**src/rtl/mps_pkg.sv**
```systemverilog
package mps_pkg;

    // Position of the current tick inside one capture period
    typedef enum logic [1:0] {
        PH_HIGH        = 2'd0,  // base clock high, sampling phase
        PH_WATCH       = 2'd1,  // low phase, late transitions detected
        PH_NOMINAL_END = 2'd2,  // nominal capture tick
        PH_EXTEND      = 2'd3   // extra ticks of a stretched period
    } phase_e;

    // Stretch margin: a tenth of the period, rounded up, at least one tick
    function automatic int margin_ticks(input int period);
        int m;
        m = (period + 9) / 10;
        if (m < 1) m = 1;
        return m;
    endfunction

endpackage

```
**src/rtl/mps_phase_timer.sv**
```systemverilog
module mps_phase_timer
    import mps_pkg::*;
#(
    parameter int PERIOD = 20,
    parameter int MARGIN = 2
) (
    input  logic   clk_i,
    input  logic   rst_ni,
    input  logic   stretch_i,
    output phase_e phase_o,
    output logic   sample_pt_o,
    output logic   period_end_o
);

    localparam int LONG = PERIOD + MARGIN;
    localparam int HALF = PERIOD / 2;
    localparam int TW   = $clog2(LONG);
    localparam logic [TW-1:0] LAST_NOM  = TW'(PERIOD - 1);
    localparam logic [TW-1:0] LAST_LONG = TW'(LONG - 1);
    localparam logic [TW-1:0] SAMPLE_AT = TW'(HALF - 1);
    localparam logic [TW-1:0] WATCH_AT  = TW'(HALF);

    typedef struct packed {
        logic [TW-1:0] tick;
    } timer_t;

    timer_t st_d, st_q;
    logic   end_now;

    always_comb begin
        st_d    = st_q;
        end_now = (st_q.tick == (stretch_i ? LAST_LONG : LAST_NOM));
        if (end_now) st_d.tick = '0;
        else         st_d.tick = st_q.tick + 1'b1;

        if (st_q.tick < WATCH_AT)       phase_o = PH_HIGH;
        else if (st_q.tick < LAST_NOM)  phase_o = PH_WATCH;
        else if (st_q.tick == LAST_NOM) phase_o = PH_NOMINAL_END;
        else                            phase_o = PH_EXTEND;

        sample_pt_o  = (st_q.tick == SAMPLE_AT);
        period_end_o = end_now;
    end

    always_ff @(posedge clk_i) begin
        if (!rst_ni) st_q <= '0;
        else         st_q <= st_d;
    end

    // Capture pulse lasts one tick and the period restarts at zero
    assert_pulse_single_R2: assert property (@(posedge clk_i) disable iff (!rst_ni)
        period_end_o |=> !period_end_o);
    assert_restart_R2: assert property (@(posedge clk_i) disable iff (!rst_ni)
        period_end_o |=> (st_q.tick == '0));
    // A period never runs past the stretched length
    assert_tick_bound_R5: assert property (@(posedge clk_i) disable iff (!rst_ni)
        st_q.tick <= LAST_LONG);

endmodule

```
**src/rtl/mps_mid_monitor.sv**
```systemverilog
module mps_mid_monitor
    import mps_pkg::*;
(
    input  logic   clk_i,
    input  logic   rst_ni,
    input  logic   mid_i,
    input  phase_e phase_i,
    input  logic   sample_pt_i,
    output logic   late_o
);

    typedef struct packed {
        logic sample;
    } mon_t;

    mon_t st_d, st_q;

    always_comb begin
        st_d = st_q;
        if (sample_pt_i) st_d.sample = mid_i;
        late_o = (phase_i == PH_WATCH) && (mid_i != st_q.sample);
    end

    always_ff @(posedge clk_i) begin
        if (!rst_ni) st_q <= '0;
        else         st_q <= st_d;
    end

    // The held sample changes only at the end of the high phase
    assert_sample_hold_R3: assert property (@(posedge clk_i) disable iff (!rst_ni)
        !sample_pt_i |=> $stable(st_q.sample));

endmodule

```
**src/rtl/mps_stretch_ctrl.sv**
```systemverilog
module mps_stretch_ctrl #(
    parameter int CNT_W = 8
) (
    input  logic             clk_i,
    input  logic             rst_ni,
    input  logic             en_i,
    input  logic             late_i,
    input  logic             period_end_i,
    output logic             stretch_o,
    output logic             err_o,
    output logic [CNT_W-1:0] cnt_o
);

    localparam logic [CNT_W-1:0] CNT_MAX = {CNT_W{1'b1}};

    typedef struct packed {
        logic             stretch;
        logic             guard;
        logic             err;
        logic [CNT_W-1:0] cnt;
    } ctrl_t;

    ctrl_t st_d, st_q;

    always_comb begin
        st_d = st_q;
        if (period_end_i) begin
            st_d.stretch = 1'b0;
            st_d.err     = 1'b0;
            st_d.guard   = st_q.stretch;
        end else if (late_i) begin
            st_d.err = 1'b1;
            if (en_i && !st_q.guard) st_d.stretch = 1'b1;
        end
        if (st_d.stretch && !st_q.stretch && (st_q.cnt != CNT_MAX))
            st_d.cnt = st_q.cnt + 1'b1;
    end

    always_ff @(posedge clk_i) begin
        if (!rst_ni) st_q <= '0;
        else         st_q <= st_d;
    end

    assign stretch_o = st_q.stretch;
    assign err_o     = st_q.err;
    assign cnt_o     = st_q.cnt;

    // A period following a stretched one is never stretched
    assert_no_double_stretch_R7: assert property (@(posedge clk_i) disable iff (!rst_ni)
        st_q.guard |-> !st_q.stretch);
    // Stretch starts only while enabled
    assert_enable_gate_R8: assert property (@(posedge clk_i) disable iff (!rst_ni)
        $rose(st_q.stretch) |-> $past(en_i));
    // Flags are cleared at the period start
    assert_flags_clear_R4: assert property (@(posedge clk_i) disable iff (!rst_ni)
        period_end_i |=> (!st_q.err && !st_q.stretch));
    // Counter saturates and never moves by more than one
    assert_cnt_sat_R9: assert property (@(posedge clk_i) disable iff (!rst_ni)
        (st_q.cnt == CNT_MAX) |=> (st_q.cnt == CNT_MAX));
    assert_cnt_step_R9: assert property (@(posedge clk_i) disable iff (!rst_ni)
        (st_q.cnt != CNT_MAX) |=> ((st_q.cnt == $past(st_q.cnt)) ||
                                   (st_q.cnt == $past(st_q.cnt) + 1'b1)));

endmodule

```
**src/rtl/midpath_stretch_clkgen.sv**
```systemverilog
module midpath_stretch_clkgen
    import mps_pkg::*;
#(
    parameter int PERIOD = 20,
    parameter int CNT_W  = 8
) (
    input  logic             clk_i,
    input  logic             rst_ni,
    input  logic             mid_i,
    input  logic             stretch_en_i,
    output logic             cap_en_o,
    output logic             stretch_o,
    output logic             late_err_o,
    output logic [CNT_W-1:0] stretch_cnt_o
);

    localparam int MARGIN = margin_ticks(PERIOD);

    phase_e phase;
    logic   sample_pt;
    logic   period_end;
    logic   late;
    logic   stretch;

    mps_phase_timer #(
        .PERIOD (PERIOD),
        .MARGIN (MARGIN)
    ) u_timer (
        .clk_i        (clk_i),
        .rst_ni       (rst_ni),
        .stretch_i    (stretch),
        .phase_o      (phase),
        .sample_pt_o  (sample_pt),
        .period_end_o (period_end)
    );

    mps_mid_monitor u_monitor (
        .clk_i       (clk_i),
        .rst_ni      (rst_ni),
        .mid_i       (mid_i),
        .phase_i     (phase),
        .sample_pt_i (sample_pt),
        .late_o      (late)
    );

    mps_stretch_ctrl #(
        .CNT_W (CNT_W)
    ) u_ctrl (
        .clk_i        (clk_i),
        .rst_ni       (rst_ni),
        .en_i         (stretch_en_i),
        .late_i       (late),
        .period_end_i (period_end),
        .stretch_o    (stretch),
        .err_o        (late_err_o),
        .cnt_o        (stretch_cnt_o)
    );

    assign cap_en_o  = period_end;
    assign stretch_o = stretch;

    // Capture pulse is never on a low-phase watch tick
    assert_no_early_capture_R2: assert property (@(posedge clk_i) disable iff (!rst_ni)
        (phase == PH_WATCH) |-> !cap_en_o);

endmodule

```
**config.mk**
```make
export PLATFORM = sky130hd
export DESIGN_NAME = midpath_stretch_clkgen
export DESIGN_NICKNAME = d
export VERILOG_FILES = /design/src/rtl/mps_pkg.sv /design/src/rtl/mps_phase_timer.sv /design/src/rtl/mps_mid_monitor.sv /design/src/rtl/mps_stretch_ctrl.sv /design/src/rtl/midpath_stretch_clkgen.sv
export SDC_FILE = /design/constraint.sdc
export NUM_CORES = 1
export LEC_CHECK = 0
export ABC_CLOCK_PERIOD_IN_PS = 3350
export CAP_MARGIN = 5
export CELL_PAD_IN_SITES_DETAIL_PLACEMENT = 2
export CELL_PAD_IN_SITES_GLOBAL_PLACEMENT = 2
export CORE_MARGIN = 2
export CORE_UTILIZATION = 33
export CTS_CLUSTER_DIAMETER = 30
export DETAILED_ROUTE_END_ITERATION = 10
export PLACE_DENSITY_LB_ADDON = 0.1
export SYNTH_ARGS = -nofsm -noshare
export SYNTH_HDL_FRONTEND = slang
export SYNTH_SLANG_ARGS = --single-unit
```
**constraint.sdc**
```tcl
create_clock -name clk_i -period 3.35 [get_ports clk_i]
set_clock_uncertainty 0.15 [all_clocks]
set_input_delay 1.005 -clock clk_i [delete_from_list [all_inputs] [get_ports clk_i]]
set_output_delay 1.005 -clock clk_i [all_outputs]
set_load 0.005 [all_outputs]
```
### Word level (Yosys, flattened, before mapping)

Cells that the tools add are included.

* add/sub/neg operators: 2
* reduce and logical (&&, ||, !) cells: 7
* bitwise operators: 1
* eq/ne operators: 6
* multiplexer cells: 7
* magnitude comparators: 2

Operators with widths (count)
* $add A8 B1 Y8 const B: 1
* $ne A8 B8 Y1 const B: 1
* $add A5 B1 Y5 const B: 1
* $eq A5 B4 Y1 const B: 1
* $eq A5 B5 Y1: 1
* $eq A5 B5 Y1 const B: 1
* $lt A5 B4 Y1 const B: 1
* $lt A5 B5 Y1 const B: 1
* $logic_and A1 B1 Y1: 4
* $mux W1: 4
* $mux W2: 2
* $mux W3: 1
* $eq A2 B1 Y1 const B: 1
* $logic_not A1 Y1: 2
* $reduce_or A2 Y1: 1
* $ne A1 B1 Y1: 1
* $not A1 Y1: 1

* word-level logic and storage cells: 31
* bits in registers: 17
* output and inout bits: 11
* input port bits: 4

### Logic depth before layout (Yosys ltp)

* depth after elaboration: 10
* mapped depth: 6
* depth with buffers taken out: 5

### Cells and area by module

Synthesis repeated with hierarchy kept, for this count alone.

* cells, all modules: 106
* area, all modules: 937.1 sq um

Modules (own cells, without submodules)
* mps_stretch_ctrl: sequential area each 220.2 sq um, cells each 69, area each 580.6 sq um, times used 1
* mps_phase_timer: sequential area each 100.1 sq um, cells each 32, area each 299.0 sq um, times used 1
* mps_mid_monitor: sequential area each 20.0 sq um, cells each 5, area each 57.6 sq um, times used 1

### Worst setup path after synthesis

Ideal clock, no wire load.

* path type: input to register
* start: input mid_i
* end: register u_ctrl.st_q (netlist bit u_ctrl.cnt_o[3])
* path slack: 1.018 ns
* arrival time: 2.112 ns
* setup time: 0.070 ns
* required time: 3.130 ns
* stages on the path: 4
* cells stage by stage: xor2_1 > o211ai_1 > or4_1 > a21oi_1

* cells in the longest elaborated chain, start to end: 6

Ends and longest elaborated chain
* start: declaration: line midpath_stretch_clkgen.sv:9 `input logic mid_i,`
* $ne A1 B1 Y1: line mps_mid_monitor.sv:21 `late_o = (phase_i == PH_WATCH) && (mid_i != st_q.sample);`
* $logic_and A1 B1 Y1: line mps_mid_monitor.sv:21
* $mux W1: line mps_stretch_ctrl.sv:31 `end else if (late_i) begin`
* $mux W1: line mps_stretch_ctrl.sv:27 `if (period_end_i) begin`
* $logic_and A1 B1 Y1 (2 in series): line mps_stretch_ctrl.sv:35 `if (st_d.stretch && !st_q.stretch && (st_q.cnt != CNT_MAX))`
* end signal: assignment: line mps_stretch_ctrl.sv:41 `else st_q <= st_d;`
* end: declaration: line mps_stretch_ctrl.sv:23 `ctrl_t st_d, st_q;`

No other way between the ends.
A chain may end at the register's enable or synchronous reset.

### Final worst setup path

* start: register u_timer.st_q[1] (netlist bit)
* end: output cap_en_o

* cells in the longest elaborated chain, start to end: 1

Ends and longest elaborated chain
* start: declaration: line mps_phase_timer.sv:27 `timer_t st_d, st_q;`
* start signal: assignment: line mps_phase_timer.sv:47 `else st_q <= st_d;`
* $eq A5 B5 Y1: line mps_phase_timer.sv:32 `end_now = (st_q.tick == (stretch_i ? LAST_LONG : LAST_NOM));`
* end: declaration: line midpath_stretch_clkgen.sv:11 `output logic cap_en_o,`

No other way between the ends.

==> impl_metrics.toml <==
[global_route]
grt_pass1_wl_mm = 3.77
overflow = 0
grtUsageTotal_pct = 15.4
grt_antenna_before_repair = 0
grt_pass1_vias = 765
grt_max_degree = 11

[floorplanning]
io_pins = 15
die_h_um = 56.4
num_rows = 19
die_x_um = 56.4
die-area_sq_um = 3180
core_area_sq_um = 2690
initial_core_util_pct = 33.8

[clocking]
numCtsBuffers = 3
path_clk_slew_ps = 100
cts_sinks = 17
post-cts-setup-buffer-count = 0
cts_root_buffer = "clkbuf_4"
hold_buffers = 0
cts_tree = "yes"
cts_max_level = 1
insertion_delay_ps = 290
clockBufferDepth = 2
ctsResizeCount = 0

[synth]
synth_top_area_share_pct = 37.5
synth_fp_nets = 109
syn_area_sq_um = 907
synth_cell_type_count = 31
synth_async_sr_flop_share_pct = 0
yosys.area.top_type = "dfxtp_1"
ys_seq_area_share_pct = 37.5
synth_enable_flop_cells = 0
yosys_warnings = 0
syn_avg_cell_area_sq_um = 8.89
yosys-top-cells-count = "17 x dfxtp_1, 11 x nor2_1, 8 x buf_4"
yosys_most_used_dff = "dfxtp_1"
synth_seq_cells = 17
synth_most_common_cell = "dfxtp_1"
ys_top_cells_by_area = "dfxtp_1 38%, buf_4 6.6%, mux2i_1 5.5%, nor2_1 4.6%, ha_1 4.1%"
synthCells = 102

[placement]
dp.cells = 137
placed_cell_area_sq_um = 1010
detailedPlace.worstSlack_ps = 236
port_buffers = 14
dp_hpwl_mm = 1.68
gp_congestion = 0.731

[critical_path]
crit_fanout = 6
cpMaxStageDelayCell = "clkdlybuf4s50_1"
path_buf_inv = 1
crit_family = "buffers and inverters"
end_kind = "output port"
critPathKind = "flip-flop to output port"
crit_arrival_ps = 2030
r2r_setup_slack_ps = 1340
worstPathCellList = "or3b_1 > a211oi_2 > clkdlybuf4s50_1"
startpoint_type = "flip-flop"
max_stage_delay_ps = 570
crit_required_ps = 2190

[timing]
tightest_slew_ps = 804
fin_ws_ps = 167
slew_violations = 0
hold_viol = 0
setup_viol_count_final = 0
period_share_pct = 95.0
hold_ws_ps = 353
setup_tns_ps = 0
period_needed_ps = 3180
rsz0062_at_grt = "no"
max_slew_margin_pct = 46.2
fmax_mhz = 314

[pwr]
p_leak_nw = 0.354
total_power_mw = 0.348
peakVddDrop_v = 0.000156
powerDensity_nw_per_um2 = 336

[cells_and_area]
finalNetCount = 118
syn2layout_area_growth_pct = 14.2
instances_no_fill = 141
fin_area_sq_um = 1040
fin_util_pct = 38.6
n_antenna_cell = 0
drive_gt1_share_pct = 4.55

[routing]
via_per_inst = 5.42
drt_first_pass_iters = 2
drtIter0Drc = 10
drcViolationCount = 0
vias = 764
antenna_left = 0
wirelength_mm = 2.21
wl_per_cell_um = 15.6

[outcome]
status = "complete, no violations"

[run]
cap_violations = 0

[worst_hold_path]
hp-class = "flip-flop to flip-flop"
[kinds of logic (layout without fill, tap and decap cells)]
| logic type | Yosys count | after routing | share of synthesized area [%] |
|---|---|---|---|
| flip-flops | 17 | 17 | 37.5 |
| XOR/XNOR | 4 | 4 | 3.86 |
| AO/OA/AOI/OAI | 17 | 17 | 13.2 |
| adder cells (fa/ha/maj) | 3 | 3 | 4.14 |
| AND/OR/NAND/NOR | 42 | 42 | 25.7 |
| multiplexers | 5 | 5 | 5.52 |
| buffers and inverters | 14 | 22 | 10.1 |
[power by group]
group          total, mW  internal (mW)  leakage (nW)  switching [mW]
combinational     0.0248         0.0110         0.201          0.0138
sequential         0.210          0.205         0.138         0.00513
clock              0.113         0.0464        0.0150          0.0670
total              0.348          0.262         0.354          0.0859
[metal layers]
metal	track usage [%]	up-vias	share of wire, %
met2	24.3	14	46
met5	0	-	0
met1	20.8	372	50
li1	-	373	-
met3	2.07	5	2.9
met4	7.14	0	1.8
[registers in the layout (all words and copies together), names as in the netlist]
name	count
u_timer.st_q	5
u_monitor.st_q	1
u_ctrl.st_q	1
u_ctrl.stretch_o	1
u_ctrl.cnt_o	8
u_ctrl.err_o	1
[layout make-up]
cell class | instances | area [sq um]
well taps | 31 | 38.8
multi-input cells | 71 | 475
fillers | 303 | 1650
inverters | 4 | 15.0
flip-flops and latches | 17 | 340
clock buffers | 4 | 26.3
repair buffers | 14 | 140
[final timing paths]
| path | start | endpoint | depth (start not counted) |
|---|---|---|---|
| worst max-delay path | u_timer.st_q[1]$_SDFF_PP0_ | cap_en_o | 3 |
| worst min-delay path | u_ctrl.cnt_o[7]$_SDFFE_PN0P_ | u_ctrl.cnt_o[7]$_SDFFE_PN0P_ | 2 |
| worst max register to register | u_ctrl.cnt_o[0]$_SDFFE_PN0P_ | u_ctrl.cnt_o[1]$_SDFFE_PN0P_ | 5 |
| worst min register to register | u_ctrl.cnt_o[7]$_SDFFE_PN0P_ | u_ctrl.cnt_o[7]$_SDFFE_PN0P_ | 2 |
[layout by cell type, fill, tap and decap left out, types with 2 or more instances in the layout]
cell type	n
nor2_1	11
xor2_1	3
nor3b_1	2
or4_1	3
o31ai_1	3
ha_1	3
o21ai_0	2
a21oi_1	6
nand4_1	3
nand3_1	7
clkdlybuf4s50_1	14
clkbuf_4	3
and2_1	2
nand2b_1	5
mux2i_1	5
nand2_1	4
dfxtp_1	17
inv_1	4
[worst reg2reg max path, stage by stage (launching register included)]
cell and delay (ps):
dfxtp_1 440, ha_1 290, nand3_1 130, o211ai_1 590
o21ai_0 180, a21oi_1 160
No activity file was read; power rests on OpenSTA's default activity.
